**src/rtl/shadow_dec_pkg.sv**
```systemverilog
package shadow_dec_pkg;

  typedef enum logic [1:0] {
    WR_EXT   = 2'b00,
    WR_DRAM  = 2'b01,
    WR_BLOCK = 2'b10
  } wr_tgt_e;

  typedef struct packed {
    logic    rd_dram;
    wr_tgt_e wr;
  } attr_t;

  localparam logic [7:0] HDR_REV_VAL   = 8'h01;
  localparam logic [7:0] HDR_PIF_VAL   = 8'h00;
  localparam logic [7:0] HDR_SUB_VAL   = 8'h00;
  localparam logic [7:0] HDR_CLASS_VAL = 8'h06;

  localparam attr_t ATTR_PLAIN_DRAM = '{rd_dram: 1'b1, wr: WR_DRAM};

  // bit 0 steers both directions to DRAM, bit 1 then drops writes
  function automatic attr_t code_to_attr(input logic [1:0] code);
    attr_t a;
    if (!code[0]) begin
      a.rd_dram = 1'b0;
      a.wr      = WR_EXT;
    end else begin
      a.rd_dram = 1'b1;
      a.wr      = code[1] ? WR_BLOCK : WR_DRAM;
    end
    return a;
  endfunction

endpackage

```
**src/rtl/shadow_ctrl_regs.sv**
```systemverilog
module shadow_ctrl_regs
  import shadow_dec_pkg::*;
#(
  parameter int          REG_AW      = 8,
  parameter int          NUM_ROM_SEG = 8,
  parameter logic [7:0]  OFS_AUX_LO  = 8'h5C,
  parameter logic [7:0]  OFS_ROM_MAP = 8'h5D,
  parameter logic [7:0]  OFS_AUX_HI  = 8'h5E,
  parameter logic [7:0]  OFS_HI_CTL  = 8'h5F,
  parameter logic [7:0]  OFS_SMM_CTL = 8'h65,
  parameter int          E_CODE_LSB  = 2,
  parameter int          F_CODE_LSB  = 6,
  parameter int          SMM_EN_BIT  = 4
) (
  input  logic                   clk,
  input  logic                   rst,
  input  logic                   wr_en,
  input  logic [REG_AW-1:0]      wr_addr,
  input  logic [7:0]             wr_data,
  input  logic [REG_AW-1:0]      rd_addr,
  output logic [7:0]             rd_data,
  output logic [NUM_ROM_SEG-1:0] rom_map,
  output logic [1:0]             e_code,
  output logic [1:0]             f_code,
  output logic                   smm_en
);

  localparam int NUM_CTRL = 5;
  localparam logic [NUM_CTRL*8-1:0] OFS_LIST =
    {OFS_SMM_CTL, OFS_HI_CTL, OFS_AUX_HI, OFS_ROM_MAP, OFS_AUX_LO};
  localparam int IDX_ROM = 1;
  localparam int IDX_HI  = 3;
  localparam int IDX_SMM = 4;

  logic [7:0] ctrl_q [NUM_CTRL];
  logic [NUM_CTRL-1:0] rd_hit;

  for (genvar g = 0; g < NUM_CTRL; g++) begin : g_ctrl
    always_ff @(posedge clk) begin
      if (rst)
        ctrl_q[g] <= '0;
      else if (wr_en && (wr_addr == REG_AW'(OFS_LIST[g*8 +: 8])))
        ctrl_q[g] <= wr_data;
    end
    assign rd_hit[g] = (rd_addr == REG_AW'(OFS_LIST[g*8 +: 8]));
  end

  logic [7:0] rd_mux;
  always_comb begin
    rd_mux = '0;
    case (rd_addr)
      REG_AW'(8'h08): rd_mux = HDR_REV_VAL;
      REG_AW'(8'h09): rd_mux = HDR_PIF_VAL;
      REG_AW'(8'h0A): rd_mux = HDR_SUB_VAL;
      REG_AW'(8'h0B): rd_mux = HDR_CLASS_VAL;
      default: begin
        for (int i = 0; i < NUM_CTRL; i++)
          if (rd_hit[i]) rd_mux = ctrl_q[i];
      end
    endcase
  end

  always_ff @(posedge clk) begin
    if (rst) rd_data <= '0;
    else     rd_data <= rd_mux;
  end

  assign rom_map = ctrl_q[IDX_ROM][NUM_ROM_SEG-1:0];
  assign e_code  = ctrl_q[IDX_HI][E_CODE_LSB +: 2];
  assign f_code  = ctrl_q[IDX_HI][F_CODE_LSB +: 2];
  assign smm_en  = ctrl_q[IDX_SMM][SMM_EN_BIT];

endmodule

```
**src/rtl/shadow_seg_decode.sv**
```systemverilog
module shadow_seg_decode
  import shadow_dec_pkg::*;
#(
  parameter int                ADDR_W      = 20,
  parameter int                NUM_ROM_SEG = 8,
  parameter int                ROM_SEG_W   = 14,
  parameter int                HI_SEG_W    = 16,
  parameter int                SMM_W       = 16,
  parameter logic [ADDR_W-1:0] ROM_BASE    = 20'hC0000,
  parameter logic [ADDR_W-1:0] HI_BASE     = 20'hE0000,
  parameter logic [ADDR_W-1:0] SMM_BASE    = 20'hE0000
) (
  input  logic [ADDR_W-1:0]      addr,
  input  logic [NUM_ROM_SEG-1:0] rom_map,
  input  logic [1:0]             e_code,
  input  logic [1:0]             f_code,
  input  logic                   smm_en,
  output attr_t                  attr,
  output logic                   smm_hit
);

  localparam int IDX_W = (NUM_ROM_SEG > 1) ? $clog2(NUM_ROM_SEG) : 1;
  localparam logic [ADDR_W:0] ROM_END = {1'b0, ROM_BASE} + ((ADDR_W+1)'(NUM_ROM_SEG) << ROM_SEG_W);
  localparam logic [ADDR_W:0] HI_END  = {1'b0, HI_BASE} + ((ADDR_W+1)'(2) << HI_SEG_W);
  localparam logic [ADDR_W:0] SMM_END = {1'b0, SMM_BASE} + ((ADDR_W+1)'(1) << SMM_W);

  logic [1:0] rom_code [NUM_ROM_SEG];
  for (genvar g = 0; g < NUM_ROM_SEG; g++) begin : g_rom
    assign rom_code[g] = {1'b0, rom_map[g]};
  end

  logic [ADDR_W:0]  a_ext;
  logic             in_rom, in_hi, hi_sel;
  logic [IDX_W-1:0] rom_idx;

  assign a_ext   = {1'b0, addr};
  assign in_rom  = (a_ext >= {1'b0, ROM_BASE}) && (a_ext < ROM_END);
  assign in_hi   = (a_ext >= {1'b0, HI_BASE})  && (a_ext < HI_END);
  assign rom_idx = IDX_W'((addr - ROM_BASE) >> ROM_SEG_W);
  assign hi_sel  = 1'((addr - HI_BASE) >> HI_SEG_W);

  always_comb begin
    if (in_rom)     attr = code_to_attr(rom_code[rom_idx]);
    else if (in_hi) attr = code_to_attr(hi_sel ? f_code : e_code);
    else            attr = ATTR_PLAIN_DRAM;
  end

  assign smm_hit = smm_en && (a_ext >= {1'b0, SMM_BASE}) && (a_ext < SMM_END);

endmodule

```
**src/rtl/shadow_attr_decoder.sv**
```systemverilog
module shadow_attr_decoder
  import shadow_dec_pkg::*;
#(
  parameter int ADDR_W      = 20,
  parameter int REG_AW      = 8,
  parameter int NUM_ROM_SEG = 8,
  parameter int ROM_SEG_W   = 14,
  parameter int HI_SEG_W    = 16,
  parameter int SMM_W       = 16
) (
  input  logic              clk,
  input  logic              rst,
  input  logic              cfg_wr_en,
  input  logic [REG_AW-1:0] cfg_wr_addr,
  input  logic [7:0]        cfg_wr_data,
  input  logic [REG_AW-1:0] cfg_rd_addr,
  output logic [7:0]        cfg_rd_data,
  input  logic [ADDR_W-1:0] look_addr,
  output logic              look_rd_dram,
  output logic [1:0]        look_wr_tgt,
  output logic              look_smm_hit
);

  logic [NUM_ROM_SEG-1:0] rom_map;
  logic [1:0]             e_code, f_code;
  logic                   smm_en;
  attr_t                  attr_d;
  logic                   smm_d;

  shadow_ctrl_regs #(
    .REG_AW      (REG_AW),
    .NUM_ROM_SEG (NUM_ROM_SEG)
  ) u_regs (
    .clk     (clk),
    .rst     (rst),
    .wr_en   (cfg_wr_en),
    .wr_addr (cfg_wr_addr),
    .wr_data (cfg_wr_data),
    .rd_addr (cfg_rd_addr),
    .rd_data (cfg_rd_data),
    .rom_map (rom_map),
    .e_code  (e_code),
    .f_code  (f_code),
    .smm_en  (smm_en)
  );

  shadow_seg_decode #(
    .ADDR_W      (ADDR_W),
    .NUM_ROM_SEG (NUM_ROM_SEG),
    .ROM_SEG_W   (ROM_SEG_W),
    .HI_SEG_W    (HI_SEG_W),
    .SMM_W       (SMM_W)
  ) u_dec (
    .addr    (look_addr),
    .rom_map (rom_map),
    .e_code  (e_code),
    .f_code  (f_code),
    .smm_en  (smm_en),
    .attr    (attr_d),
    .smm_hit (smm_d)
  );

  always_ff @(posedge clk) begin
    if (rst) begin
      look_rd_dram <= 1'b1;
      look_wr_tgt  <= WR_DRAM;
      look_smm_hit <= 1'b0;
    end else begin
      look_rd_dram <= attr_d.rd_dram;
      look_wr_tgt  <= attr_d.wr;
      look_smm_hit <= smm_d;
    end
  end

endmodule

```
**config.mk**
```make
export PLATFORM = sky130hd
export DESIGN_NAME = shadow_attr_decoder
export DESIGN_NICKNAME = d
export VERILOG_FILES = /design/src/rtl/shadow_dec_pkg.sv /design/src/rtl/shadow_ctrl_regs.sv /design/src/rtl/shadow_seg_decode.sv /design/src/rtl/shadow_attr_decoder.sv
export SDC_FILE = /design/constraint.sdc
export NUM_CORES = 1
export LEC_CHECK = 0
export BUFFER_PORTS_ARGS = -buffer_cell sky130_fd_sc_hd__buf_2
export CORE_UTILIZATION = 35
export DETAILED_ROUTE_END_ITERATION = 8
export GPL_ROUTABILITY_DRIVEN = 0
export PLACE_DENSITY = 0.64
export SETUP_SLACK_MARGIN = 0.4
export SYNTH_ARGS = -nofsm -noshare
export SYNTH_HDL_FRONTEND = slang
export SYNTH_HIERARCHICAL = 1
export SYNTH_SLANG_ARGS = --single-unit
```
**constraint.sdc**
```tcl
create_clock -name clk -period 1.76 [get_ports clk]
set_input_delay 0.088 -clock clk [delete_from_list [all_inputs] [get_ports clk]]
set_output_delay 0.088 -clock clk [all_outputs]
set_load 0.05 [all_outputs]
```
==> impl_metrics.yaml <==
sta:
  hold_violations: 0
  fin_skew_ns: 0.00508
  finalSetupViolCount: 0
  rsz0062_at_grt: "true"
  maxSlewViolCount: 0
  tightestPinTransition_ns: 0.491
  timing.setup.tns_ns: 0
  period_needed_ns: 1.44
  fin_crit_sh: 0.815
  finalWorstSetupSlack_ns: 0.325
  relSlewSlack: 0.673
  max_freq_mhz: 697
power:
  p_leak_uw: 0.00113
  peakVddDrop_uv: 310
  p_per_area_mw_per_mm2: 762
  power.total_uw: 2320
synthesis:
  yosys_warnings: 6
  synthTopCellsByArea: "edfxtp_1 48%, and2_1 11%, dfxtp_1 9.6%"
  synth_top_area_frac: 0.480
  yosysSeqAreaShare: 0.577
  ys_seq_elements: 52
  ys_types: 41
  synth_area_mm2: 0.00250
  synth_edf_count: 40
  synth_fp_nets: 234
  async_reset_ff_frac: 0
  postSynthAreaPerCell_um2: 13.4
  synth_area_leader_cell: "edfxtp_1"
  synthFlopType: "edfxtp_1"
  synth_cells: 187
flow_run:
  maxCapViolations: 0
finish:
  seqCellArea_mm2: 0.00144
  area_delta_synth_final_pct: 22.0
  final_nets: 291
  drive_gt1_frac: 0.400
  n_fill_cell: 658
  multi_input_area_mm2: 0.00105
  antenna_cells: 0
  layout_common_cells: "44 x buf_2, 42 x and2_1, 40 x edfxtp_1"
  mostFrequentLayoutCell: "buf_2"
setup_path:
  reg2reg_setup_slack_ns: 0.32
  r2r_end: "look_rd_dram"
  cp.arrival_ns: 1.64
  end_kind: "flop"
  crit_path_top_delay_cell: "mux4_2"
  cp_cell_sequence: "mux4_2 > nor2b_2 > o21ai_1 > or2_1"
  crit_buf_inv: 0
  critPathMaxFanout: 2
  critPathTopFamily: "multiplexers"
  slowest_delay_ns: 0.47
  path_class: "flop to flop"
  worstSetupStartpointType: "flop"
  r2r_cells: 4
  r2r_start: "u_regs/ctrl_q[1][5]"
  critPathRequiredTime_ns: 1.97
clock_network:
  clock_latency_ns: 0.31
  cts.sinks: 52
  clockRootBuffer: "clkbuf_8"
  hold_buffers: 0
  clk_pin_slew_ns: 0.10
  clock_path_buffers: 2
  cts_tree: "built"
  cts_buffers: 5
  h-tree-depth: 2
route:
  wl_um: 5400
  drcViolationCount: 0
  ant_nets: 0
  vias: 1680
  via_per_inst: 4.93
  dr.pass1.iters: 4
  drt-wirelength-per-cell_um: 15.8
  drtIter0Drc: 67
placement:
  io_buffers: 44
  hpwl_um: 4000
  pre_cts_ws_ns: 0.170
floorplan:
  die_w_um: 86.5
  floorplan.initialDensity: 0.366
  core_area_mm2: 0.00683
  dieArea_mm2: 0.00748
  num_rows: 30
  die_h_um: 86.5
  io_pins: 59
grt:
  grt_max_degree: 17
  overflow: 0
  antenna_found_initial: 0
  grtUsageTotal: 0.153
  grt_pass1_wl_um: 8290
  grt_pass1_vias: 1611
worst_hold_path:
  hold_start: "cfg_wr_data[5]"
  hp-class: "input pin to flop"
  hold_depth: 2
  hold_end: "u_regs/ctrl_q[0][5]"
outcome:
  run_status: "finished clean"
-- cell type report --
cell class,instances,share of cell area
clock buffer,6,0.0238
clock inverter,2,0.00492
inverter,1,0.00123
multi-input combinational,123,0.344
sequential,52,0.473
tap,96,0.0394
timing repair buffer,61,0.114
-- synth_stat cells, types with 2 or more instances --
cell type / n
a21oi_1: 6
mux4_2: 9
nor4_2: 3
o31ai_1: 4
edfxtp_1: 40
nand3_1: 17
mux2i_1: 3
dfxtp_1: 12
and4bb_2: 2
a31oi_1: 2
nor2b_1: 3
buf_4: 5
nand3b_1: 2
nand2b_1: 3
nand2_1: 3
nor2_1: 4
clkbuf_1: 3
and2_1: 42
or2_1: 2
-- power breakdown --
| group | switching, µW | internal [µW] |
|---|---|---|
| logic | 139 | 108 |
| registers | 19.4 | 1370 |
| clock network | 404 | 285 |
| total | 562 | 1760 |
-- through the flow --
step | instance area [µm²] | hold slack (ns) | util | cells
final | 3050 | 0.0988 | 0.446 | 341
after global routing | 3050 | 0.113 | 0.446 | 341
after CTS | 3040 | 0.0960 | 0.445 | 341
after detailed placement | 2940 | 0.421 | 0.430 | 331
after global placement | 2940 | 0.422 | 0.430 | 331
after floorplan | 2550 | 0.160 | - | 187
-- worst reg2reg max path: cells and delay by family (launching register included) --
kind	cells	cell delay (ns)
AOI/OAI and AO/OA	1	0.08
DFF	1	0.43
muxes	1	0.47
and+or+nand+nor	2	0.35
-- sequential cells by signal, summed over array words and instances, names as in the netlist --
signal,flops
u_regs/rd_data,8
look_rd_dram,1
look_smm_hit,1
u_regs/ctrl_q,40
look_wr_tgt,2
-- worst max path at each step --
stage,start,cells after the start,slack [ns],to
4_1_cts,u_regs/ctrl_q[1][5],4,0.31,look_wr_tgt[0]
6_report,u_regs/ctrl_q[1][5],4,0.32,look_rd_dram
3_5_place_dp,cfg_wr_addr[3],3,0.17,u_regs/ctrl_q[4][7]
3_3_place_gp,cfg_wr_addr[3],3,0.20,u_regs/ctrl_q[4][4]
5_1_grt,u_regs/ctrl_q[1][5],4,0.28,look_wr_tgt[0]
2_1_floorplan,cfg_wr_addr[5],2,0.33,u_regs/ctrl_q[2][0]
-- timing repair --
action | in CTS | in global routing
setup endpoints to repair | 2 | 3
setup buffers | 2 | 0
resized for setup | 0 | 2
pin swaps | 1 | 1
-- per-layer routing --
| layer | global-route usage | part of all wire | up-vias |
|---|---|---|---|
| met5 | 0 | 0 | - |
| met4 | 0.0515 | 0.020 | 0 |
| met3 | 0.0381 | 0.044 | 9 |
| met2 | 0.253 | 0.47 | 57 |
| met1 | 0.197 | 0.46 | 800 |
| li1 | - | - | 814 |
-- cells by family after synthesis --
group                  after synthesis  share of synthesized area
AOI/OAI and AO/OA                   18                     0.0490
and+or+nand+nor                     92                      0.250
buffers and inverters               12                     0.0265
muxes                               13                     0.0976
DFF                                 52                      0.577
No activity file was read; power rests on OpenSTA's default activity.
